$ cat src/rtl/eprog_pkg.sv
package eprog_pkg;

  typedef enum logic [2:0] {
    ST_IDLE,
    ST_RAMP,
    ST_FETCH,
    ST_BURN,
    ST_CHECK,
    ST_DRAIN
  } seq_state_t;

  // clock cycles in one program pulse, never below one
  function automatic int unsigned burn_cycles(input int unsigned clk_khz,
                                              input int unsigned pulse_us);
    longint unsigned p;
    p = (longint'(clk_khz) * longint'(pulse_us)) / 64'd1000;
    return (p < 64'd1) ? 1 : int'(p);
  endfunction

  // an all-ones target can only be left alone, so it is read before any pulse
  function automatic logic read_first(input logic [7:0] tgt);
    return tgt == 8'hFF;
  endfunction

endpackage

$ cat src/rtl/eprog_timer.sv
module eprog_timer #(
  parameter int W = 8
) (
  input  logic         clk,
  input  logic         rst_n,
  input  logic         load,
  input  logic [W-1:0] val,
  output logic         zero
);
  logic [W-1:0] cnt;

  always_ff @(posedge clk) begin
    if (!rst_n)            cnt <= '0;
    else if (load)         cnt <= val;
    else if (cnt != '0)    cnt <= cnt - 1'b1;
  end

  assign zero = (cnt == '0);

  // the interval timer runs down one step per cycle
  assert_timer_step_R2: assert property (@(posedge clk) disable iff (!rst_n)
    (!load && cnt != '0) |=> (cnt == $past(cnt) - 1'b1));

endmodule

$ cat src/rtl/eprog_walk.sv
module eprog_walk #(
  parameter int AW = 18
) (
  input  logic          clk,
  input  logic          rst_n,
  input  logic          load,
  input  logic [AW-1:0] first,
  input  logic [AW-1:0] last,
  input  logic          step,
  output logic [AW-1:0] addr,
  output logic          at_end
);
  logic [AW-1:0] end_q;

  always_ff @(posedge clk) begin
    if (!rst_n) begin
      addr  <= '0;
      end_q <= '0;
    end else if (load) begin
      addr  <= first;
      end_q <= last;
    end else if (step) begin
      addr  <= addr + 1'b1;
    end
  end

  // an end below the start ends the run after the first byte
  assign at_end = (addr >= end_q);

  // addresses advance by one per accepted byte
  assert_addr_step_R8: assert property (@(posedge clk) disable iff (!rst_n)
    (step && !load) |=> (addr == $past(addr) + 1'b1));

endmodule

$ cat src/rtl/eprog_seq.sv
module eprog_seq
  import eprog_pkg::*;
#(
  parameter int AW         = 18,
  parameter int CLK_KHZ    = 250000,
  parameter int PULSE_US   = 100,
  parameter int MAX_PULSES = 25,
  parameter int SETTLE_CYC = 8,
  parameter int VERIFY_CYC = 2
) (
  input  logic          clk,
  input  logic          rst_n,
  input  logic          start,
  input  logic [AW-1:0] start_addr,
  input  logic [AW-1:0] end_addr,
  output logic          busy,
  output logic          done,
  output logic          err,
  output logic [AW-1:0] err_addr,
  input  logic          wr_valid,
  input  logic [7:0]    wr_data,
  output logic          wr_ready,
  output logic          vpp_en,
  output logic [AW-1:0] mem_addr,
  output logic          mem_ce_n,
  output logic          mem_oe_n,
  output logic          mem_pgm_n,
  output logic [7:0]    mem_dq_out,
  output logic          mem_dq_oe,
  input  logic [7:0]    mem_dq_in
);
  localparam int unsigned BURN_N = burn_cycles(CLK_KHZ, PULSE_US);
  localparam int unsigned SET_N  = (SETTLE_CYC < 1) ? 1 : SETTLE_CYC;
  localparam int unsigned VER_N  = (VERIFY_CYC < 1) ? 1 : VERIFY_CYC;
  localparam int unsigned T1     = (BURN_N > SET_N) ? BURN_N : SET_N;
  localparam int unsigned TMAX   = (T1 > VER_N) ? T1 : VER_N;
  localparam int TW = $clog2(TMAX + 1);
  localparam int PW = $clog2(MAX_PULSES + 1);
  localparam int SW = $clog2(SET_N + 1);

  seq_state_t    st, nxt;
  logic          tmr_load, tmr_zero;
  logic [TW-1:0] tmr_val;
  logic          walk_load, walk_step, walk_end;
  logic [AW-1:0] cur_addr;
  logic [7:0]    tgt;
  logic [PW-1:0] pcnt;
  logic          fail;

  // named events
  logic take, burn_end, chk_end, chk_pass, give_up, drain_end, launch;
  assign launch    = (st == ST_IDLE) && start;
  assign take      = (st == ST_FETCH) && wr_valid;
  assign burn_end  = (st == ST_BURN) && tmr_zero;
  assign chk_end   = (st == ST_CHECK) && tmr_zero;
  assign chk_pass  = chk_end && (mem_dq_in == tgt);
  assign give_up   = chk_end && !chk_pass && (pcnt >= PW'(MAX_PULSES));
  assign drain_end = (st == ST_DRAIN) && tmr_zero;

  eprog_timer #(.W(TW)) u_timer (
    .clk(clk), .rst_n(rst_n), .load(tmr_load), .val(tmr_val), .zero(tmr_zero)
  );

  eprog_walk #(.AW(AW)) u_walk (
    .clk(clk), .rst_n(rst_n), .load(walk_load), .first(start_addr),
    .last(end_addr), .step(walk_step), .addr(cur_addr), .at_end(walk_end)
  );

  always_comb begin
    nxt       = st;
    tmr_load  = 1'b0;
    tmr_val   = '0;
    walk_load = 1'b0;
    walk_step = 1'b0;
    case (st)
      ST_IDLE: if (launch) begin
        nxt = ST_RAMP; walk_load = 1'b1; tmr_load = 1'b1; tmr_val = TW'(SET_N - 1);
      end
      ST_RAMP: if (tmr_zero) nxt = ST_FETCH;
      ST_FETCH: if (take) begin
        tmr_load = 1'b1;
        if (read_first(wr_data)) begin
          nxt = ST_CHECK; tmr_val = TW'(VER_N - 1);
        end else begin
          nxt = ST_BURN;  tmr_val = TW'(BURN_N - 1);
        end
      end
      ST_BURN: if (burn_end) begin
        nxt = ST_CHECK; tmr_load = 1'b1; tmr_val = TW'(VER_N - 1);
      end
      ST_CHECK: if (chk_end) begin
        if (chk_pass && !walk_end) begin
          nxt = ST_FETCH; walk_step = 1'b1;
        end else if (chk_pass || give_up) begin
          nxt = ST_DRAIN; tmr_load = 1'b1; tmr_val = TW'(SET_N - 1);
        end else begin
          nxt = ST_BURN;  tmr_load = 1'b1; tmr_val = TW'(BURN_N - 1);
        end
      end
      ST_DRAIN: if (drain_end) nxt = ST_IDLE;
      default: nxt = ST_IDLE;
    endcase
  end

  always_ff @(posedge clk) begin
    if (!rst_n) begin
      st       <= ST_IDLE;
      tgt      <= '0;
      pcnt     <= '0;
      fail     <= 1'b0;
      done     <= 1'b0;
      err      <= 1'b0;
      err_addr <= '0;
    end else begin
      st   <= nxt;
      done <= drain_end && !fail;
      if (launch) begin
        fail <= 1'b0;
        err  <= 1'b0;
      end
      if (take) begin
        tgt  <= wr_data;
        pcnt <= '0;
      end
      if (burn_end) pcnt <= pcnt + 1'b1;
      if (give_up) begin
        fail     <= 1'b1;
        err_addr <= cur_addr;
      end
      if (drain_end && fail) err <= 1'b1;
    end
  end

  assign busy       = (st != ST_IDLE);
  assign vpp_en     = (st != ST_IDLE);
  assign wr_ready   = (st == ST_FETCH);
  assign mem_addr   = cur_addr;
  assign mem_ce_n   = !((st == ST_BURN) || (st == ST_CHECK));
  assign mem_oe_n   = (st != ST_CHECK);
  assign mem_pgm_n  = (st != ST_BURN);
  assign mem_dq_oe  = (st == ST_BURN);
  assign mem_dq_out = tgt;

  // observation counters for the timing assertions
  logic [TW-1:0] burn_len;
  logic [SW-1:0] vpp_age, since_chk;
  always_ff @(posedge clk) begin
    if (!rst_n) begin
      burn_len  <= '0;
      vpp_age   <= '0;
      since_chk <= '0;
    end else begin
      burn_len  <= !mem_pgm_n ? ((burn_len == TW'(TMAX)) ? burn_len : burn_len + 1'b1) : '0;
      vpp_age   <= vpp_en ? ((vpp_age == SW'(SET_N)) ? vpp_age : vpp_age + 1'b1) : '0;
      since_chk <= !mem_oe_n ? '0 :
                   ((since_chk == SW'(SET_N)) ? since_chk : since_chk + 1'b1);
    end
  end

  assert_burn_width_R2: assert property (@(posedge clk) disable iff (!rst_n)
    $rose(mem_pgm_n) |-> (burn_len == TW'(BURN_N)));

  assert_verify_follows_R3: assert property (@(posedge clk) disable iff (!rst_n)
    $rose(mem_pgm_n) |-> (!mem_oe_n && !mem_ce_n && !mem_dq_oe && vpp_en));

  assert_retry_cap_R6: assert property (@(posedge clk) disable iff (!rst_n)
    $fell(mem_pgm_n) |-> (pcnt < PW'(MAX_PULSES)));

  assert_supply_ramp_R7: assert property (@(posedge clk) disable iff (!rst_n)
    $fell(mem_pgm_n) |-> (vpp_age >= SW'(SET_N)));

  assert_supply_drain_R7: assert property (@(posedge clk) disable iff (!rst_n)
    $fell(vpp_en) |-> (since_chk >= SW'(SET_N)));

  assert_done_single_R9: assert property (@(posedge clk) disable iff (!rst_n)
    done |=> !done);

  assert_no_restart_R10: assert property (@(posedge clk) disable iff (!rst_n)
    (busy && start && !drain_end) |=> busy);

endmodule

$ cat config.mk
export PLATFORM = sky130hd
export DESIGN_NAME = eprog_seq
export DESIGN_NICKNAME = d
export VERILOG_FILES = /design/src/rtl/eprog_pkg.sv /design/src/rtl/eprog_timer.sv /design/src/rtl/eprog_walk.sv /design/src/rtl/eprog_seq.sv
export SDC_FILE = /design/constraint.sdc
export NUM_CORES = 1
export LEC_CHECK = 0
export BUFFER_PORTS_ARGS = -buffer_cell sky130_fd_sc_hd__buf_2
export CAP_MARGIN = 40
export CORE_ASPECT_RATIO = 0.6
export CORE_MARGIN = 4
export CORE_UTILIZATION = 58
export CTS_CLUSTER_SIZE = 40
export DETAILED_ROUTE_END_ITERATION = 10
export GPL_TIMING_DRIVEN = 0
export PLACE_DENSITY = 0.85
export SLEW_MARGIN = 20
export SYNTH_ARGS = -nofsm -noshare
export SYNTH_HDL_FRONTEND = slang
export SYNTH_SLANG_ARGS = --single-unit
$ cat constraint.sdc
create_clock -name clk -period 3.8 [get_ports clk]
set_input_delay 0.57 -clock clk [delete_from_list [all_inputs] [get_ports clk]]
set_output_delay 0.57 -clock clk [all_outputs]
set_load 0.01 [all_outputs]
After elaboration in Yosys (flattened, before gate mapping)
Index checks and enable logic that the tools add are counted.

Logic and storage cells: 94. Register bits after elaboration: 88. Bits of input ports: 56. Output and inout port bits: 53.

Add/sub/neg operators: 3. Muxes and demuxes: 37. Magnitude comparators: 2. Eq/ne operators: 15. Reduce and logical (&&, ||, !) cells: 27.

Operators with widths (count): 2-to-1 mux 15 bit (7); one-hot mux 15 bit (4 select lines) (1); 2-to-1 mux 18 bit (2); 2-to-1 mux 3 bit (10); adder 18 x 1 -> 18 bit (second input constant) (1); greater-or-equal comparator 18 bit (1); one-hot mux 3 bit (6 select lines) (1); logical NOT 15 bit (1); nonzero test 15 bit (1); subtractor 15 x 1 -> 15 bit (second input constant) (1); 2-to-1 mux 1 bit (13); logical AND 1 bit (11); 2-to-1 mux 5 bit (2); nonzero test 2 bit (5); equality test 8 bit (1); equality test 8 bit (second input constant) (1); != test 2 bit (second input constant) (4); equality test 3 x 2 -> 1 bit (second input constant) (2); equality test 3 bit (second input constant) (2); AND reduction 6 bit (1); adder 5 x 1 -> 5 bit (second input constant) (1); greater-or-equal comparator 5 bit (second input constant) (1); logical NOT 1 bit (4); != test 2 x 1 -> 1 bit (second input constant) (2); other kinds (7) (8).

Longest topological paths before layout
Word-level depth: 12. Depth in mapped cells: 10. Mapped depth without buffers: 9.

Cells and area by module
From an unflattened synthesis, not the netlist that was laid out.

Cell total of the unflattened synthesis: 544. Area total of the unflattened synthesis: 4677.0 um^2.

By module, submodules not included: eprog_walk (area each 2070.7 um^2, instances 1, sequential area each 720.7 um^2, cells each 235); eprog_seq (area each 1752.9 um^2, instances 1, sequential area each 740.7 um^2, cells each 208); eprog_timer (area each 853.3 um^2, instances 1, sequential area each 300.3 um^2, cells each 101).

Worst setup path after synthesis
No wires, ideal clock.

Path kind: register to register. From: register u_walk.addr[0]. To: register u_walk.addr[14]. Path buffers: 1. Cell stages (with the launch flop): 11. Data arrival time: 2.245 ns. Period minus slack after synthesis: 2.375 ns. Path slack: 1.425 ns. Library setup time: 0.130 ns. Required time: 3.670 ns. Cell sequence: dfxtp_1 > inv_1 > ha_1 > nand2b_1 > a21oi_1 > o221ai_1 > a21o_1 > buf_2 > nor4_2 > mux2i_1 > o22ai_1.

Longest elaborated chain between the ends: 7. Elaborated cells between the ends (all ways): 10. Classes of those cells: 1 x add/sub; 1 x order compare; 5 x mux; 3 x reduce/logical.

Ends and longest elaborated chain: start, declared (line eprog_walk.sv:10) `output logic [AW-1:0] addr,`; start signal, assigned (line eprog_walk.sv:20) `addr <= first;`; start signal, assigned (line eprog_walk.sv:23) `addr <= addr + 1'b1;`; greater-or-equal comparator 18 bit (line eprog_walk.sv:28) `assign at_end = (addr >= end_q);`; logical NOT 1 bit (line eprog_seq.sv:92) `if (chk_pass && !walk_end) begin`; logical AND 1 bit (line eprog_seq.sv:92); 2-to-1 mux 1 bit (line eprog_seq.sv:92); 2-to-1 mux 1 bit (line eprog_seq.sv:91) `ST_CHECK: if (chk_end) begin`; 2-to-1 mux 1 bit (line eprog_seq.sv:75) `case (st)`; nonzero test 2 bit (no source line).

Several ways; a longest one is shown, not always the timed one. The select of a mux whose other input is x is not followed. A chain may end at the register's enable or synchronous reset.

Final worst setup path
From: register u_walk.addr[0]. To: register u_timer.cnt[12].

Longest elaborated chain between the ends: 7. Elaborated cells between the ends (all ways): 11. Classes of those cells: 1 x order compare; 7 x mux; 3 x reduce/logical.

Ends and longest elaborated chain: greater-or-equal comparator 18 bit * (line eprog_walk.sv:28); logical NOT 1 bit * (line eprog_seq.sv:92); logical AND 1 bit * (line eprog_seq.sv:92); 2-to-1 mux 15 bit / 2-to-1 mux 1 bit (equally long branches) (line eprog_seq.sv:92); 2-to-1 mux 15 bit / 2-to-1 mux 1 bit (equally long branches) (line eprog_seq.sv:91); one-hot mux 15 bit (4 select lines) / one-hot mux 1 bit (4 select lines) (equally long branches) (line eprog_seq.sv:75); 2-to-1 mux 15 bit / nonzero test 2 bit (equally long branches); end signal, assigned (line eprog_timer.sv:14) `else if (load) cnt <= val;`; end signal, assigned (line eprog_timer.sv:15) `else if (cnt != '0) cnt <= cnt - 1'b1;`; end, declared (line eprog_timer.sv:10) `logic [W-1:0] cnt;`.

Mark *: on every way between the ends. The rest lies on a longest branch, timed or not.

==> flow_summary.yaml <==
synthesis:
  synthTopCellsByCount: "nand2_1, a21oi_1, dfxtp_1"
  synthTopCellsByArea: "dfxtp_1, nand2_1, a21oi_1"
  synth_area_um2: 4570
  syn_inst: 578
  synth_top_area_frac: 0.385
  ys_seq_area_frac: 0.385
  yosys.area.top_type: "dfxtp_1"
  synthFlopType: "dfxtp_1"
  synth_warnings: 0
  avgSynthCellArea_um2: 7.91
  synthArstFlopShare: 0
  netlist-cell-type-count: 49
  postSynthNetCount: 657
  synth_edf_count: 0
  synth_seq_cells: 88
  yosysMostFrequentCell: "nand2_1"
timing:
  fmax_mhz: 341
  tns_ps: 0
  max-slew-margin-rel: 0.506
  setup_violations: 0
  worst_pin_slew_ps: 736
  finClkSkew_ps: 5.70
  post-route-period-util: 0.772
  rsz0062_at_grt: "no"
  final_max_slew_viol_count: 0
  hold_viol_final: 0
  layout_min_cycle_time_ps: 2930
layout:
  fin_cells: 806
  drive_above_1_share: 0.201
  area_growth_syn_to_layout_pct: 21.8
  fin_util: 0.748
  nNetsFinal: 777
  insertedDiodeCount: 0
  nFillCells: 593
die:
  initial_utilization: 0.614
  die_h_um: 76.8
  dieArea_um2: 9410
  core_um2: 7450
  pin_count: 109
  die-width_um: 123
  rows: 24
worst_setup_path:
  r2r_start: "u_walk.addr[0]"
  critPathSlowestCell: "o31ai_2"
  cp-start-kind: "flop"
  cp_data_required_time_ps: 4060
  critPathMaxFanout: 9
  cp-startpoint: "u_walk.addr[0]"
  path_class: "flop to flop"
  path_cells: "inv_1, ha_1, nand2b_1, a21oi_1, o221ai_1, a21o_1, o31ai_2, nand3_1, nor2_1"
  worstSetupEndpointType: "flop"
  arrival_ps: 3200
  max_stage_delay_ps: 640
route:
  vias_per_cell: 5.79
  wire_per_inst_um: 16.7
  drt_iter0_drc: 575
  via_count: 4669
  ant_nets: 0
  first_pass_iters: 5
  wirelength_mm: 13.4
  drc_errors: 0
place:
  hpwl_mm: 10.1
  io_buffers: 108
  gp_congestion: 0.899
  place_inst: 791
min_path:
  min-delay-start: "err_addr[9]"
  hold_class: "flop to flop"
pwr:
  intPower_uw: 2370
  p_leak_uw: 0.00234
  power.switching_uw: 1600
  clkPwrFrac: 0.241
  share_seq_of_total_power: 0.337
  p_comb_frac: 0.421
  powerDensity_nw_per_um2: 714
  p_sw_frac: 0.403
  vdd_ir_drop_max_mv: 0.336
cts:
  cts_tree: "done"
  cts_buffer_depth: 2
  root_buffer: "clkbuf_16"
  cts_sinks: 88
  hold_buffers: 0
  h-tree-depth: 3
  numCtsBuffers: 9
  clock_latency_ps: 330
  cts_resized: 0
  cts.clk_slew.worst_paths_ps: 60
  post-cts-setup-buffers: 0
grt:
  grt.met1_usage: 0.408
  grt_pass1_wl_mm: 21.7
  grt_start_max_net_pins: 14
  grt_use_total: 0.288
  grt_antenna_before_repair: 0
  use_met2: 0.433
  grt_pass1_vias: 4515
  top_usage_layer: "met2"
  grtUsageMet3: 0.0721
  overflow: 0
outcome:
  status: "complete, no violations"
job:
  max_cap_violations: 0
area by class of cell:
cell class / count / area (um^2) / share of cell area
multi-input cells: 438 / 2610 / 0.468
flip-flops and latches: 88 / 1760 / 0.316
repair buffers: 109 / 546 / 0.0980
clock buffers: 12 / 256 / 0.0461
well taps: 104 / 130 / 0.0234
plain buffers: 25 / 101 / 0.0182
inverters: 27 / 101 / 0.0182
clock inverters: 3 / 65.1 / 0.0117
power groups by stage:
| stage | Combinational [uW] | Clock (uW) | Sequential (uW) |
|---|---|---|---|
| floorplan | 1180 | 0 | 1320 |
| finish | 1670 | 959 | 1340 |
| global placement | 1560 | 0 | 1340 |
| detailed placement | 1630 | 0 | 1350 |
| CTS | 1650 | 963 | 1330 |
| global route | 1830 | 1010 | 1370 |
per-stage QoR:
stage | total power (uW) | worst slack, ps | hold slack (ps) | area (um^2)
final | 3970 | 867 | 449 | 5570
after global routing | 4200 | 609 | 463 | 5570
after CTS | 3940 | 843 | 450 | 5570
after detailed placement | 2980 | 852 | 441 | 5250
after global placement | 2890 | 968 | 436 | 5240
after floorplan | 2500 | 1430 | 410 | 4570
cells in the final DEF, fill, tap and decap left out, types with 5 or more instances in the layout:
| cell type | instances |
|---|---|
| xor2_1 | 18 |
| ha_1 | 23 |
| clkbuf_16 | 9 |
| nand4_1 | 11 |
| a21oi_1 | 88 |
| o21ai_0 | 19 |
| o22ai_1 | 6 |
| xnor2_1 | 16 |
| nand2_1 | 125 |
| clkbuf_1 | 22 |
| nor4_1 | 9 |
| mux2i_1 | 5 |
| nor2_1 | 34 |
| inv_1 | 27 |
| and3_1 | 9 |
| buf_2 | 112 |
| nand3_1 | 17 |
| dfxtp_1 | 88 |
| nor3_1 | 8 |
state kept, by name, summed over array words and instances, names as in the netlist:
name and count:
done 1, err 1, err_addr 18, fail 1, mem_dq_out 8, pcnt 5
st 3, u_timer.cnt 15, u_walk.addr 18, u_walk.end_q 18
logic make-up (layout without fill, tap and decap cells):
kind of cell    count (synthesis)  count (layout)  synth area share
simple gates                  244             244             0.270
compound gates                132             132             0.161
flops                          88              88             0.385
buf+inv                        52             176            0.0443
xor+xnor                       34              34            0.0652
fa+ha+maj                      23              23            0.0630
mux                             5               5            0.0110
per-layer routing:
layer | routed length, um | vias up
met4 | 252 | 0
met1 | 5980 | 2152
li1 | - | 2235
met2 | 5780 | 248
met3 | 1440 | 34
met5 | 0 | -
path summary, 6_finish.rpt:
kind | endpoint | slack, ps | cells after the start
setup / recovery | u_timer.cnt[12] | 870 | 9
hold / removal | err_addr[9] | 450 | 2
setup reg to reg | u_timer.cnt[12] | 870 | 9
hold reg to reg | err_addr[9] | 450 | 2
critical path: cells and delay by family, from the launching register on:
family	cells	cell delay [ps]
DFF	1	460
AOI/OAI and AO/OA	4	1300
buffers and inverters	1	80
adders and majority gates	1	280
and+or+nand+nor	3	750
(Power assumes the default switching activity.)
